--- src/rtl/extirq_sense_ctrl.sv ---
module extirq_sense_ctrl #(
  parameter int A_W = 4,
  parameter int F_W = 3,
  parameter int B_W = 8
) (
  input  logic           clk,
  input  logic           rst_n,
  input  logic           bus_sel,
  input  logic           bus_wr,
  input  logic [7:0]     bus_wdata,
  output logic [7:0]     bus_rdata,
  input  logic [1:0]     cpu_lvl,
  input  logic [A_W-1:0] pa_pins,
  input  logic [F_W-1:0] pf_pins,
  input  logic [B_W-1:0] pb_pins,
  input  logic           tli_pin,
  output logic [3:0]     irq_grp,
  output logic           irq_tli
);
  localparam int BL_W  = B_W / 2;
  localparam int BH_W  = B_W - BL_W;
  localparam int OFS_F = A_W;
  localparam int OFS_B = A_W + F_W;
  localparam int OFS_H = OFS_B + BL_W;
  localparam int OFS_T = A_W + F_W + B_W;
  localparam int N_W   = OFS_T + 1;

  // mode word: {rise_en, fall_en, level_en, level_high}
  function automatic logic [3:0] mode_of(input logic [1:0] code, input logic inv);
    case (code)
      2'b00:   return inv ? 4'b1011 : 4'b0110;
      2'b01:   return inv ? 4'b0100 : 4'b1000;
      2'b10:   return inv ? 4'b1000 : 4'b0100;
      default: return 4'b1100;
    endcase
  endfunction

  function automatic logic pin_det(input logic cur, input logic old, input logic [3:0] m);
    return (m[3] & cur & ~old) | (m[2] & ~cur & old) | (m[1] & (cur == m[0]));
  endfunction

  logic [7:0] ctrl_q;
  wire wr_en  = bus_sel & bus_wr;
  wire lvl_ok = &cpu_lvl;

  always_ff @(posedge clk or negedge rst_n) begin
    if (!rst_n) begin
      ctrl_q <= '0;
    end else if (wr_en) begin
      if (lvl_ok)     ctrl_q[7:2] <= bus_wdata[7:2];
      if (!ctrl_q[0]) ctrl_q[1]   <= bus_wdata[1];
      ctrl_q[0] <= bus_wdata[0];
    end
  end

  assign bus_rdata = bus_sel ? ctrl_q : 8'h00;

  logic [N_W-1:0] meta_q, sync_q, prev_q;
  wire  [N_W-1:0] pin_raw = {tli_pin, pb_pins, pf_pins, pa_pins};

  always_ff @(posedge clk or negedge rst_n) begin
    if (!rst_n) begin
      meta_q <= '1;
      sync_q <= '1;
      prev_q <= '1;
    end else begin
      meta_q <= pin_raw;
      sync_q <= meta_q;
      prev_q <= sync_q;
    end
  end

  wire [3:0] mode_a  = mode_of(ctrl_q[4:3], ctrl_q[2]);
  wire [3:0] mode_f  = mode_of(ctrl_q[4:3], 1'b0);
  wire [3:0] mode_bl = mode_of(ctrl_q[7:6], ctrl_q[5]);
  wire [3:0] mode_bh = mode_of(ctrl_q[7:6], 1'b0);

  logic [OFS_T-1:0] hit;
  always_comb begin
    for (int i = 0; i < OFS_T; i++) begin
      logic [3:0] m;
      if (i < OFS_F)      m = mode_a;
      else if (i < OFS_B) m = mode_f;
      else if (i < OFS_H) m = mode_bl;
      else                m = mode_bh;
      hit[i] = pin_det(sync_q[i], prev_q[i], m);
    end
  end

  assign irq_grp[0] = |hit[0 +: A_W];
  assign irq_grp[1] = |hit[OFS_F +: F_W];
  assign irq_grp[2] = |hit[OFS_B +: BL_W];
  assign irq_grp[3] = |hit[OFS_H +: BH_W];

  wire tli_cur  = sync_q[OFS_T];
  wire tli_old  = prev_q[OFS_T];
  wire tli_edge = ctrl_q[1] ? (tli_cur & ~tli_old) : (~tli_cur & tli_old);
  assign irq_tli = ctrl_q[0] & tli_edge;
endmodule

--- config.mk ---
export PLATFORM = sky130hd
export DESIGN_NAME = extirq_sense_ctrl
export DESIGN_NICKNAME = d
export VERILOG_FILES = /design/src/rtl/extirq_sense_ctrl.sv
export SDC_FILE = /design/constraint.sdc
export NUM_CORES = 1
export LEC_CHECK = 0
export ABC_AREA = 1
export CORE_UTILIZATION = 35
export DETAILED_ROUTE_END_ITERATION = 8
export GPL_TIMING_DRIVEN = 0
export PLACE_DENSITY = 0.64
export SETUP_SLACK_MARGIN = 0.2
export SLEW_MARGIN = 0
export SYNTH_ARGS = -nofsm -noshare
export SYNTH_HDL_FRONTEND = slang
export SYNTH_SLANG_ARGS = --single-unit
export TNS_END_PERCENT = 100
--- constraint.sdc ---
create_clock -name clk -period 1.6 [get_ports clk]
set_input_delay 0.32 -clock clk [delete_from_list [all_inputs] [get_ports clk]]
set_output_delay 0.32 -clock clk [all_outputs]
set_load 0.005 [all_outputs]
==> results.py <==
metrics = {
    "route": {
        "drt-vias-per-instance": 4.084,
        "top_layer_used": "met4",
        "dr.pass1.iters": 4,
        "first_iter_violations": 46,
        "vias": 1466,
        "wl_mm": 3.432,
        "antenna_left": 0,
        "wl_met1_mm": 1.632,
        "routedWlPerCell_um": 9.560,
        "dr_wl_met2_mm": 1.581,
        "wl_met3_um": 189,
        "drc": 0,
    },
    "clock_tree": {
        "cts_inserted_buffers": 5,
        "cts.sinks": 56,
        "cts_buffer_depth": 2,
        "cts_tree": "done",
        "cts-root-buf": "clkbuf_8",
        "clk_pin_slew_ns": 0.10,
        "clock_latency_ns": 0.30,
        "htreeDepth": 2,
    },
    "synthesis": {
        "synthCells": 222,
        "synth_xor_area_frac": 0,
        "synth-seq-cells": 56,
        "synth_cell_types": 14,
        "synth_top_family_by_area": "simple AND/OR/NAND/NOR gates",
        "syn-mean-instance-area_um2": 9.767,
        "synth.area.top_cells": "dfstp_2 58%, nand2_1 12%, dfrtp_1 9.2%",
        "ys_seq_area_frac": 0.6740,
        "synthMuxAreaShare": 0,
        "synth_fa_ha_area_frac": 0,
        "yosys.area.top_type": "dfstp_2",
        "yosysWarningCount": 0,
        "synth_area_mm2": 0.002168,
        "synth_compound_area_frac": 0.05540,
        "syn-num-nets": 252,
        "synthDominantCellAreaShare": 0.5817,
        "synth-simple-area-share": 0.1875,
    },
    "critical_path": {
        "crit_type": "reg2out",
        "slowest_stage": "dfrtp_2",
        "cp_top_family": "flip-flops",
        "required_ns": 1.28,
        "cpPeakStageDelay_ns": 0.47,
        "cp_max_fo": 5,
        "cp-start-kind": "flip-flop",
        "cp_data_arrival_time_ns": 1.39,
        "crit_path_cell_trace": "buf_6 -> inv_1 -> nand2_1 -> nand2_1 -> inv_1 -> nand2_1 -> nand3_2 -> buf_2",
        "end_kind": "primary output",
        "cp_num_buf_inv": 4,
        "critPathMostFrequentCell": "nand2_1",
    },
    "grt": {
        "grt_antenna_before_repair": 0,
        "grt_first_pass_wirelength_mm": 5.768,
        "groute.usage.overall": 0.1181,
        "grt_max_degree": 43,
        "grt.overflow.total": 0,
        "grt_pass1_vias": 1364,
    },
    "placement": {
        "portBuffers": 41,
        "post_dp_cell_area_mm2": 0.002688,
        "routabilityCongestion": 0.7977,
        "dp_hpwl_mm": 2.418,
        "placed_cells": 339,
    },
    "floorplanning": {
        "boundaryPins": 43,
        "core_mm2": 0.005956,
        "die_h_um": 80.71,
        "rows": 28,
        "initial_core_util": 0.3641,
        "die_area_mm2": 0.006514,
        "die_w_um": 80.71,
    },
    "status": {
        "violations": "negative setup slack",
        "status": "complete, but fails checks",
    },
    "cells_and_area": {
        "area_growth_pct": 32.14,
        "utilization": 0.4811,
        "antenna_cells": 0,
        "final_common_cell": "nand2_1",
        "drive_above_1_share": 0.3451,
        "layout_common_cells": "70 x nand2_1, 48 x dfstp_2, 37 x inv_1",
        "stdcell_area_mm2": 0.002865,
        "finalNonFillerCells": 359,
        "final_net_count": 313,
    },
    "timing": {
        "worst_pin_slew_ns": 0.3559,
        "fin_crit_ns": 1.713,
        "final_max_slew_viol_count": 0,
        "max_freq_mhz": 583.7,
        "layout_setup_ws_ns": -0.1133,
        "rsz0062_at_grt": "true",
        "hold_viol_final": 0,
        "finalClockSkew_ns": 0.005931,
        "setup_viol": 4,
        "slew_headroom": 0.7628,
        "timing.final.crit_share": 1.071,
        "timing.hold.ws_ns": 0.3239,
    },
    "flow_run": {
        "max_cap_violations": 0,
    },
    "power_and_ir_drop": {
        "clock_power_share": 0.256,
        "cellLeakagePower_nw": 1.398,
        "peakVddDrop_uv": 475.7,
        "seq_power_share": 0.564,
        "p_sw_frac": 0.2634,
        "combPwrFrac": 0.180,
        "pwr_density_cell_mw_per_mm2": 1022,
        "p_sw_mw": 0.7713,
        "intPower_mw": 2.157,
    },
    "min_path": {
        "hold_path_class": "in2reg",
    },
}
## layer usage
| layer | track usage | up-vias |
|---|---|---|
| met4 | 0.05893 | 0 |
| met2 | 0.1805 | 30 |
| met5 | 0 | - |
| met3 | 0.03523 | 2 |
| met1 | 0.1522 | 653 |
| li1 | - | 781 |
## through the flow
stage	TNS, ns	power, mW	setup slack [ns]
floorplan	0	1.886	0.3894
global placement	-49.94	2.144	-1.366
detailed placement	-0.5009	2.161	-0.1711
CTS	-0.3242	2.976	-0.1076
global route	-0.6318	3.124	-0.2270
finish	-0.2479	2.928	-0.1133
## what timing repair did
action,CTS,global route
cloned,0,0
setup buffers,10,1
hold buffers,1,0
setup endpoints to repair,13,11
endpoints found under the hold margin,8,0
resized for setup,54,14
pin swaps,10,8
## power by group through the flow
| stage | Combinational (mW) | Clock [mW] | Sequential [mW] |
|---|---|---|---|
| floorplan | 0.236 | 0 | 1.65 |
| global placement | 0.474 | 0 | 1.67 |
| detailed placement | 0.485 | 0 | 1.68 |
| CTS | 0.523 | 0.805 | 1.65 |
| global route | 0.599 | 0.855 | 1.67 |
| finish | 0.527 | 0.749 | 1.65 |
## sequential cells by signal, indices dropped and copies added, names as in the netlist
name / cells
ctrl_q: 8
prev_q: 16
meta_q: 16
sync_q: 16
## path summary, 6_finish.rpt
check	cells past startpoint	to	from	slack (ns)
max	8	irq_grp[2]	ctrl_q[6]	-0.11
min	3	ctrl_q[0]	bus_sel	0.32
max reg2reg	3	ctrl_q[6]	ctrl_q[6]	0.74
min reg2reg	0	sync_q[14]	meta_q[14]	0.36
max in group asynchronous	3	meta_q[11]	rst_n	0.57
min in group asynchronous	2	ctrl_q[5]	rst_n	0.45
## worst register-to-register path, stage by stage (launching register included)
cell and delay [ns]:
dfrtp_2 0.47, buf_6 0.14, inv_1 0.06, o21ai_0 0.08
## cell type report
| class | count | area [µm²] |
|---|---|---|
| tap | 75 | 93.84 |
| clock inverter | 3 | 22.52 |
| fill | 581 | 3090 |
| multi-input combinational | 122 | 558.0 |
| buffer | 2 | 22.52 |
| timing repair buffer | 54 | 475.5 |
| sequential | 56 | 1466 |
| inverter | 42 | 157.7 |
| clock buffer | 5 | 68.82 |
## synth_stat cells (all sizes together)
cell    number
nor2        14
o21bai       2
buf          2
dfrtp        8
nand2       73
o21ai       18
nand3b       1
dfstp       48
nand3       10
nor3b        1
a21oi        3
inv         42
## cell families after synthesis
logic type             Yosys count
buffers and inverters           44
and+or+nand+nor                 99
DFF                             56
AOI/OAI and AO/OA               23
Power figures use the tool's default switching activity.
